--- src/rtl/ftlb_pkg.sv ---
package ftlb_pkg;
  localparam int VA_W   = 32;
  localparam int PA_W   = 32;
  localparam int OFS_W  = 12;
  localparam int FRAG_W = 4;
  localparam int FLAG_W = 4;
  localparam int VPN_W  = VA_W - OFS_W;
  localparam int PPN_W  = PA_W - OFS_W;

  typedef struct packed {
    logic [VPN_W-1:0]  vpn;
    logic [PPN_W-1:0]  ppn;
    logic [FRAG_W-1:0] frag;
    logic [FLAG_W-1:0] flags;
  } ftlb_entry_t;

  // Page-number bits that lie inside the fragment (ones below bit 'f').
  function automatic logic [VPN_W-1:0] frag_mask(input logic [FRAG_W-1:0] f);
    return (VPN_W'(1) << f) - VPN_W'(1);
  endfunction

  function automatic logic frag_match(input logic [VPN_W-1:0] a,
                                      input logic [VPN_W-1:0] b,
                                      input logic [FRAG_W-1:0] f);
    return ((a ^ b) & ~frag_mask(f)) == '0;
  endfunction

  // Physical page: upper bits from the entry, in-fragment bits from the lookup.
  function automatic logic [PPN_W-1:0] frag_ppn(input logic [PPN_W-1:0] ppn,
                                                input logic [VPN_W-1:0] vpn,
                                                input logic [FRAG_W-1:0] f);
    logic [PPN_W-1:0] m;
    m = PPN_W'(frag_mask(f));
    return (ppn & ~m) | (PPN_W'(vpn) & m);
  endfunction
endpackage

--- src/rtl/ftlb_rr_ptr.sv ---
module ftlb_rr_ptr #(
  parameter int N = 8,
  localparam int IDX_W = (N > 1) ? $clog2(N) : 1
) (
  input  logic             clk,
  input  logic             rst_n,
  input  logic             clr,
  input  logic             adv,
  output logic [IDX_W-1:0] ptr
);
  localparam logic [IDX_W-1:0] LAST = IDX_W'(N - 1);

  always_ff @(posedge clk) begin
    if (!rst_n || clr)  ptr <= '0;
    else if (adv)       ptr <= (ptr == LAST) ? '0 : ptr + 1'b1;
  end


  ptr_clr_chk: assert property (@(posedge clk) disable iff (!rst_n)
    clr |=> ptr == '0);

  ptr_hold_chk: assert property (@(posedge clk) disable iff (!rst_n)
    (!adv && !clr) |=> $stable(ptr));

  ptr_range_chk: assert property (@(posedge clk) disable iff (!rst_n)
    ptr <= LAST);
endmodule

--- src/rtl/ftlb_part.sv ---
module ftlb_part
  import ftlb_pkg::*;
#(
  parameter int N = 8,
  localparam int IDX_W = (N > 1) ? $clog2(N) : 1
) (
  input  logic              clk,
  input  logic              rst_n,
  input  logic              clr,
  input  logic              we,
  input  ftlb_entry_t       wr_ent,
  input  logic [VPN_W-1:0]  lk_vpn,
  output logic              hit,
  output logic [PPN_W-1:0]  hit_ppn,
  output logic [FRAG_W-1:0] hit_frag,
  output logic [FLAG_W-1:0] hit_flags
);
  ftlb_entry_t      ent [N];
  logic [N-1:0]     vld;
  logic [N-1:0]     match;
  logic [IDX_W-1:0] ptr;
  logic             install;

  assign install = we && !clr;

  ftlb_rr_ptr #(.N(N)) u_ptr (
    .clk(clk), .rst_n(rst_n), .clr(clr), .adv(install), .ptr(ptr)
  );

  always_ff @(posedge clk) begin
    if (!rst_n || clr) vld <= '0;
    else if (install)  vld[ptr] <= 1'b1;
  end

  always_ff @(posedge clk) begin
    if (install) ent[ptr] <= wr_ent;
  end

  for (genvar g = 0; g < N; g++) begin : g_cmp
    assign match[g] = vld[g] && frag_match(ent[g].vpn, lk_vpn, ent[g].frag);
  end

  // Lowest matching slot wins: scan downward so it is assigned last.
  always_comb begin
    hit       = |match;
    hit_ppn   = '0;
    hit_frag  = '0;
    hit_flags = '0;
    for (int i = N - 1; i >= 0; i--) begin
      if (match[i]) begin
        hit_ppn   = ent[i].ppn;
        hit_frag  = ent[i].frag;
        hit_flags = ent[i].flags;
      end
    end
  end


  part_clear_chk: assert property (@(posedge clk) disable iff (!rst_n)
    clr |=> vld == '0);

  part_install_chk: assert property (@(posedge clk) disable iff (!rst_n)
    install |=> vld[$past(ptr)]);

  part_quiet_chk: assert property (@(posedge clk) disable iff (!rst_n)
    (!we && !clr) |=> $stable(vld));
endmodule

--- src/rtl/frag_tlb.sv ---
module frag_tlb
  import ftlb_pkg::*;
#(
  parameter int SMALL_N = 8,
  parameter int LARGE_N = 16
) (
  input  logic              clk,
  input  logic              rst_n,
  input  logic              lk_req,
  input  logic [VA_W-1:0]   lk_va,
  input  logic              fl_en,
  input  logic [VPN_W-1:0]  fl_vpn,
  input  logic [PPN_W-1:0]  fl_ppn,
  input  logic [FRAG_W-1:0] fl_frag,
  input  logic [FLAG_W-1:0] fl_flags,
  input  logic              inval_all,
  output logic              lk_hit,
  output logic              lk_miss,
  output logic [PA_W-1:0]   lk_pa,
  output logic [FLAG_W-1:0] lk_flags
);
  ftlb_entry_t       fill_ent;
  logic              fill_ok, sm_we, lg_we;
  logic [VPN_W-1:0]  lk_vpn;
  logic              sm_hit, lg_hit, any_hit;
  logic [PPN_W-1:0]  sm_ppn, lg_ppn;
  logic [FRAG_W-1:0] sm_frag, lg_frag;
  logic [FLAG_W-1:0] sm_flags, lg_flags;
  logic [PA_W-1:0]   sm_pa_w, lg_pa_w, pa_nxt;
  logic [FLAG_W-1:0] flags_nxt;

  assign fill_ent = '{vpn: fl_vpn, ppn: fl_ppn, frag: fl_frag, flags: fl_flags};
  assign fill_ok  = fl_en && fl_flags[0];
  assign sm_we    = fill_ok && (fl_frag == '0);
  assign lg_we    = fill_ok && (fl_frag != '0);
  assign lk_vpn   = lk_va[VA_W-1:OFS_W];

  ftlb_part #(.N(SMALL_N)) u_small (
    .clk(clk), .rst_n(rst_n), .clr(inval_all), .we(sm_we), .wr_ent(fill_ent),
    .lk_vpn(lk_vpn), .hit(sm_hit), .hit_ppn(sm_ppn), .hit_frag(sm_frag),
    .hit_flags(sm_flags)
  );

  ftlb_part #(.N(LARGE_N)) u_large (
    .clk(clk), .rst_n(rst_n), .clr(inval_all), .we(lg_we), .wr_ent(fill_ent),
    .lk_vpn(lk_vpn), .hit(lg_hit), .hit_ppn(lg_ppn), .hit_frag(lg_frag),
    .hit_flags(lg_flags)
  );

  assign sm_pa_w   = {frag_ppn(sm_ppn, lk_vpn, sm_frag), lk_va[OFS_W-1:0]};
  assign lg_pa_w   = {frag_ppn(lg_ppn, lk_vpn, lg_frag), lk_va[OFS_W-1:0]};
  assign any_hit   = sm_hit || lg_hit;
  assign pa_nxt    = lg_hit ? lg_pa_w  : sm_pa_w;
  assign flags_nxt = lg_hit ? lg_flags : sm_flags;

  always_ff @(posedge clk) begin
    if (!rst_n) begin
      lk_hit   <= 1'b0;
      lk_miss  <= 1'b0;
      lk_pa    <= '0;
      lk_flags <= '0;
    end else begin
      lk_hit   <= lk_req && any_hit;
      lk_miss  <= lk_req && !any_hit;
      lk_pa    <= (lk_req && any_hit) ? pa_nxt : '0;
      lk_flags <= (lk_req && any_hit) ? flags_nxt : '0;
    end
  end


  hit_miss_excl_chk: assert property (@(posedge clk) disable iff (!rst_n)
    !(lk_hit && lk_miss));

  miss_zero_chk: assert property (@(posedge clk) disable iff (!rst_n)
    lk_miss |-> (lk_pa == '0 && lk_flags == '0));

  resp_follow_chk: assert property (@(posedge clk) disable iff (!rst_n)
    (lk_hit || lk_miss) |-> $past(lk_req));

  hit_valid_flag_chk: assert property (@(posedge clk) disable iff (!rst_n)
    lk_hit |-> lk_flags[0]);

  large_prio_chk: assert property (@(posedge clk) disable iff (!rst_n)
    $past(lk_req && sm_hit && lg_hit) |-> (lk_pa == $past(lg_pa_w)));
endmodule

--- config.mk ---
export PLATFORM = sky130hd
export DESIGN_NAME = frag_tlb
export DESIGN_NICKNAME = d
export VERILOG_FILES = /design/src/rtl/ftlb_pkg.sv /design/src/rtl/ftlb_rr_ptr.sv /design/src/rtl/ftlb_part.sv /design/src/rtl/frag_tlb.sv
export SDC_FILE = /design/constraint.sdc
export NUM_CORES = 2
export LEC_CHECK = 0
export ABC_CLOCK_PERIOD_IN_PS = 11400
export BUFFER_PORTS_ARGS = -buffer_cell sky130_fd_sc_hd__buf_2
export CAP_MARGIN = 20
export CORE_MARGIN = 1
export CORE_UTILIZATION = 60
export CTS_BUF_LIST = sky130_fd_sc_hd__clkbuf_4
export DETAILED_ROUTE_END_ITERATION = 10
export PLACE_DENSITY = 0.77
export SLEW_MARGIN = 20
export SYNTH_ARGS = -nofsm -noshare
export SYNTH_HDL_FRONTEND = slang
export SYNTH_SLANG_ARGS = --single-unit
--- constraint.sdc ---
create_clock -name clk -period 11.4 [get_ports clk]
set_clock_uncertainty 0.2 [all_clocks]
set_input_delay 1.14 -clock clk [delete_from_list [all_inputs] [get_ports clk]]
set_output_delay 1.14 -clock clk [all_outputs]
set_load 0.02 [all_outputs]
Yosys cells after proc, flatten, opt, wreduce, memory -nomap -nowiden. Memory sizes are Yosys's and may differ from the RTL's. Cells that the tools add are included.

Memory bits (writable): 1152. Output and inout bits: 38. Bits of input ports: 85. Register bits after elaboration: 69. Word-level logic and storage cells: 303. Memories: 2.

Memory list: u_large.ent (words 16, width 48, rd ports 16, clocked after Yosys merged registers in 0, write ports 1, RTL line ftlb_part.sv:18) `ftlb_entry_t ent [N];`; u_small.ent (words 8, width 48, rd ports 8, clocked after Yosys merged registers in 0, write ports 1, RTL line ftlb_part.sv:18).

$add $sub $neg: 28. Multiplexer cells: 84. Shifts and indexed selects: 26. Equal/unequal tests: 2. Reduce and logical (&&, ||, !) cells: 67. Bitwise gates (word level): 82. Magnitude comparators: 4.

Operator list (count): AND 20 bit (28); NOT 20 bit (26); << shifter 1 x 4 -> 20 bit (first input constant) (26); subtractor 20 x 2 -> 20 bit (second input constant) (26); zero test 20 bit (24); two-way mux 20 bit (24); XOR 20 bit (24); two-way mux 4 bit (50); OR 20 bit (2); logical AND 1 bit (33); two-way mux 32 bit (1); OR 16 bit (1); OR reduction 16 bit (1); OR 8 bit (1); OR reduction 8 bit (1); two-way mux 1 bit (6); less-than comparator 4 x 5 -> 1 bit (second input constant) (1); adder 4 x 1 -> 4 bit (second input constant) (1); demux 1 bit (select 4 bit) (1); == test 4 bit (second input constant) (1); >= comparator 4 x 1 -> 1 bit (second input constant) (1); zero test 4 bit (1); less-than comparator 3 x 4 -> 1 bit (second input constant) (1); nonzero test 4 bit (1); other kinds (8) (11).

Longest topological paths before layout.
Word-level depth: 28. Mapped depth: 24. Mapped depth without buffers: 20.

Cells and area by module. From an unflattened synthesis, not the netlist that was laid out.

Cell total of the unflattened synthesis: 4628. Area total of the unflattened synthesis: 58547.4 um^2.

Modules (own cells, without submodules): ftlb_part (u_large) (cells each 2916, area an instance 37282.0 um^2, instances 1); ftlb_part (u_small) (cells each 1460, area an instance 18906.9 um^2, instances 1); frag_tlb (cells each 218, area an instance 2030.7 um^2, instances 1); ftlb_rr_ptr (u_large.u_ptr) (cells each 20, area an instance 180.2 um^2, instances 1); ftlb_rr_ptr (u_small.u_ptr) (cells each 14, area an instance 147.6 um^2, instances 1).

Least setup slack after synthesis. OpenSTA, ideal clock, no wires.

Kind: input -> register. From: in fl_frag[1]. To: mem u_small.ent[0][0] in the netlist's numbering, enable pin. Data required time: 10.624 ns. Arrival: 6.375 ns. Buffers on the path: 0. Stages on the path: 3. Library setup time: 0.576 ns. Slack: 4.249 ns. Cells stage by stage: nor4_1 nand2_1 nor4_1.

Longest elaborated chain between the ends: 5.

RTL lines: start: declaration (RTL line frag_tlb.sv:14) `input logic [FRAG_W-1:0] fl_frag,`; zero test 4 bit (RTL line frag_tlb.sv:34) `assign sm_we = fill_ok && (fl_frag == '0);`; logical AND 1 bit (RTL line frag_tlb.sv:34); logical AND 1 bit (RTL line ftlb_part.sv:24) `assign install = we && !clr;`; two-way mux 1 bit (RTL line ftlb_part.sv:36) `if (install) ent[ptr] <= wr_ent;`; two-way mux 1 bit (implied by the code) (RTL line ftlb_part.sv:36); end: declaration (RTL line ftlb_part.sv:18).

No other way between the ends.

==> impl_summary.md <==
Run status
The flow ran to the end, and the final reports show no timing, DRC or antenna violations.

Clocking
Buffers inserted during clock tree synthesis total 329. Clock-pin slew was measured on the worst setup and hold paths at around 0.07 ns. At the later pin of the worst-skew pair, clock insertion delay measures ~1.2 ns. The maximum level of the CTS H-tree is 5.

TritonCTS built the clock tree. Post-CTS timing repair inserted 0 buffers for setup. The longest clock path from root to sink contains 4 buffers. The number of sinks handled by clock tree synthesis is approximately 1.2k.

The post-cts gate resize count is 0. The root buffer selected by CTS is sky130_fd_sc_hd__clkbuf_4.

Hold path
The min-delay analysis places its worst path in the category in -> reg.

Detailed routing
The total number of vias is between 40k and 50k. The total routed wirelength is around 180000 um. In the routed design, unresolved DRC markers number 0.

Dividing the detail-routed wire length by the instance count gives around 29 um. For this block, wires on met1 add up to approximately 68000 um. In the routed layout, each cell is associated on average with a via count of between 6 and 7. The wire length on met2 is ~84000 um. The first detailed-routing pass ran for 8 iterations. The number of nets still failing antenna checks after routing is 0.

The first routing iteration left slightly above 7k violations. The met3 wire length is between 20000 and 25000 um. The highest metal layer used by the detailed router is met5.

Placement
The count of buffers added on input and output ports is between 100 and 150. Before CTS, the worst setup slack after placement is approximately 4.2 ns. The half-perimeter wire length of the detailed placement result is about 110000 um.

The instance area after placement is 0.05992 mm^2. Routability-driven placement finished with a final weighted congestion of 0.9687.

Timing
The count of endpoints failing hold in the final timing report came to 0. The max-slew violation count is 0. At the pin with the least slew margin, the transition time is between 1 and 1.5 ns.

The worst max-slew margin expressed relative to the limit is between 10% and 20%. The setup violation total in the final timing report is 0. Derived from the worst setup path, the maximum achievable clock frequency is ~140 MHz. The final setup slack of the worst path is around 4.3 ns.

After layout, the worst path uses 62.41% of the clock period. Setup total negative slack on the finished layout was measured at 0 ns. Setup repair after global routing left no endpoint under its margin. The final critical path time including I/O delays and setup is a little over 7 ns.

Synthesis
Counting every net in the synthesized netlist gives approximately 4.8k. The count of flip-flops with a built-in enable after synthesis is 1152. The proportion of synthesized chip area in sequential cells is approximately 61%. The synthesized design contains approximately 1.2k register bits.

In this run the cell area of the synthesized design comes to ~0.059 mm^2. The most used flip-flop cell after synthesis is sky130_fd_sc_hd__edfxtp_1. Yosys attributes the largest share of cell area to sky130_fd_sc_hd__edfxtp_1, sky130_fd_sc_hd__xnor2_1, sky130_fd_sc_hd__xor2_1. The Yosys step of the flow raised 0 warnings.

The synthesized design spends more area on one cell type than any other, namely sky130_fd_sc_hd__edfxtp_1. Counting flops with an async set or reset pin after synthesis yields a share of 0%. The area share of the largest cell type after synthesis is roughly 59%. The cell count after synthesis came out at roughly 4.6k. Averaged over all synthesized cells, the footprint is around 13 um^2. The number of unique standard cell types used by synthesis is approximately 120.

Flow run
The max-cap violation count is 0.

Floorplan
For this configuration, the core starts out at a cell density of between 60% and 70%. The number of top-level pins is 123. The width of the die is 314.3 um. The cell row count is about 110. The placeable core region is 0.09671 mm^2. In this run the vertical extent of the chip is about 310 um.

The area of the die is 0.09878 mm^2.

Finish
Relative to the synthesized area, the layout overhead comes to 9.556%. In the layout the commonest cells are sky130_fd_sc_hd__edfxtp_1, sky130_fd_sc_hd__clkbuf_4, sky130_fd_sc_hd__xnor2_1. The finished cells cover about 0.064 mm^2. The share of cells above drive strength 1 is between 15 and 20%.

The count of fill cells added during filler insertion is 7182. The most frequent standard cell in the layout excluding fill and tap cells is sky130_fd_sc_hd__edfxtp_1. The sequential cells in the finished layout cover a total of ~0.036 mm^2.

In the final design database the tool counted approximately 5k nets. Summing all multi-input logic gate instances after layout gives 0.02081 mm^2.

Worst setup path
The worst setup path is of the reg -> reg kind. Along the worst path, the maximum fanout reaches 30. The worst setup path is captured at a flip-flop.

The startpoint type of the worst setup path is a flip-flop. The worst path arrival time is 8.01 ns. The critical path goes through nor2_1 > nand3b_1 > ha_1 > nor2b_1 > o21ai_0 > a32o_1 > or4_4 > nor2_4 > buf_4 > o21ai_2 > buf_4 > o2111a_1 > o211ai_2 > a211oi_4 > and2_1 > nand2_1 > ha_1 > clkinv_1 > nand3_1 > a21boi_0 > or3_1 > o311a_1. The largest stage delay on the critical path is between 0.7 and 0.8 ns. On the critical path, the stage with the largest delay is an instance of sky130_fd_sc_hd__edfxtp_1. For the worst setup path, the data required time is between 10 and 15 ns.

Global routing
The first global-routing pass estimated roughly 270000 um of wire. Global routing finished with a remaining overflow of 0. The largest net degree at the start of global routing is 50. The number of global-route vias before repair is roughly 40k. For this run, the total global-route usage over all layers was measured as between 30% and 40%. The initial antenna violation count is 14.

Power and ir drop
The total chip power is roughly 9.1 mW. IR analysis of the VDD net gives a maximum drop of 104.0 uV. The power per standard cell area is between 100 and 150 mW/mm^2. For this design the static power due to leakage is approximately 21 nW.
cell usage after synthesis (26+ instances only):
master	n
sky130_fd_sc_hd__a21o_1	33
sky130_fd_sc_hd__buf_6	26
sky130_fd_sc_hd__ha_1	32
sky130_fd_sc_hd__nand3_1	98
sky130_fd_sc_hd__nor3_1	112
sky130_fd_sc_hd__o21ai_0	192
sky130_fd_sc_hd__xnor2_1	311
sky130_fd_sc_hd__a211oi_1	41
sky130_fd_sc_hd__nor4_1	55
sky130_fd_sc_hd__inv_1	61
sky130_fd_sc_hd__o211ai_1	79
sky130_fd_sc_hd__a221oi_1	44
sky130_fd_sc_hd__a31oi_1	40
sky130_fd_sc_hd__xor2_1	219
sky130_fd_sc_hd__buf_2	93
sky130_fd_sc_hd__clkbuf_1	161
sky130_fd_sc_hd__mux2i_1	53
sky130_fd_sc_hd__or4_1	32
sky130_fd_sc_hd__o21a_1	28
sky130_fd_sc_hd__edfxtp_1	1152
sky130_fd_sc_hd__nor2_1	306
sky130_fd_sc_hd__nand4_1	54
sky130_fd_sc_hd__or3_1	27
sky130_fd_sc_hd__nand2_1	289
sky130_fd_sc_hd__nand2b_1	40
sky130_fd_sc_hd__dfxtp_1	69
sky130_fd_sc_hd__a21oi_1	167
sky130_fd_sc_hd__o22ai_1	30
sky130_fd_sc_hd__o221ai_1	52
sky130_fd_sc_hd__a22oi_1	40
sky130_fd_sc_hd__nor4b_1	34
sky130_fd_sc_hd__and2_1	54
sky130_fd_sc_hd__buf_4	28
area by class of cell:
type                       count  area share [%]
multi-input combinational   3020           32.47
clock inverter                58          0.5133
clock buffer                 493           5.773
sequential                  1221           56.12
tap                         1276           2.490
inverter                      62          0.3630
antenna                       12         0.04684
timing repair buffer         227           2.229
per-layer routing:
layer | up-vias | track usage, %
li1 | 18480 | -
met1 | 21100 | 49.91
met2 | 3292 | 56.13
met3 | 541 | 8.314
met4 | 2 | 19.28
met5 | - | 0
worst paths after layout:
| path | to | from | depth (start not counted) | slack [ns] |
|---|---|---|---|---|
| hold reg to reg | u_large.vld[14] | u_large.vld[14] | 2 | 0.27 |
| hold / removal | u_large.ent[10][6] | fl_frag[2] | 2 | 0.13 |
| setup reg to reg | lk_pa[18] | u_large.ent[14][5] | 22 | 4.29 |
| setup / recovery | lk_pa[18] | u_large.ent[14][5] | 22 | 4.29 |
critical path, delay by kind of cell (launching register included):
| family | cells | cell delay, ns |
|---|---|---|
| and+or+nand+nor | 9 | 2.20 |
| AOI/OAI and AO/OA | 8 | 1.77 |
| buffers and inverters | 3 | 1.04 |
| adders and majority gates | 2 | 0.95 |
| DFF | 1 | 0.79 |
state kept, by name, summed over array words and instances (netlist names), 3 cells and up:
signal and count:
lk_flags 4, lk_pa 32, u_large.ent 768, u_large.u_ptr.ptr 4, u_large.vld 16, u_small.ent 384
u_small.u_ptr.ptr 3, u_small.vld 8
kinds of logic after synthesis:
family	after synthesis	share of synthesized area, %
adders and majority gates	33	0.7013
muxes	60	1.041
DFF	1221	61.48
AOI/OAI and AO/OA	1084	13.39
xor gates and xnor gates	530	7.933
buffers and inverters	394	3.286
and+or+nand+nor	1313	12.17
where the power goes:
part / switching [mW] / internal, mW / total [mW]
sequential: 0.00475 / 4.91 / 4.91
clock: 1.79 / 2.05 / 3.83
combinational: 0.269 / 0.0929 / 0.362
total: 2.06 / 7.05 / 9.11
metrics by stage:
| stage | cells | hold WS [ns] | utilization (%) |
|---|---|---|---|
| after floorplan | 4635 | 0.2323 | - |
| after global placement | 5791 | 0.2457 | 61.94 |
| after detailed placement | 5793 | 0.2521 | 61.96 |
| after CTS | 6356 | 0.07281 | 66.25 |
| after global routing | 6364 | 0.07574 | 66.28 |
| final | 6369 | 0.1332 | 66.29 |
repair_timing:
action / in CTS / in global routing
hold buffers: 12 / 0
hold endpoints to repair: 12 / 0
endpoints found under the setup margin: 0 / 0
Power figures use the tool's default switching activity.
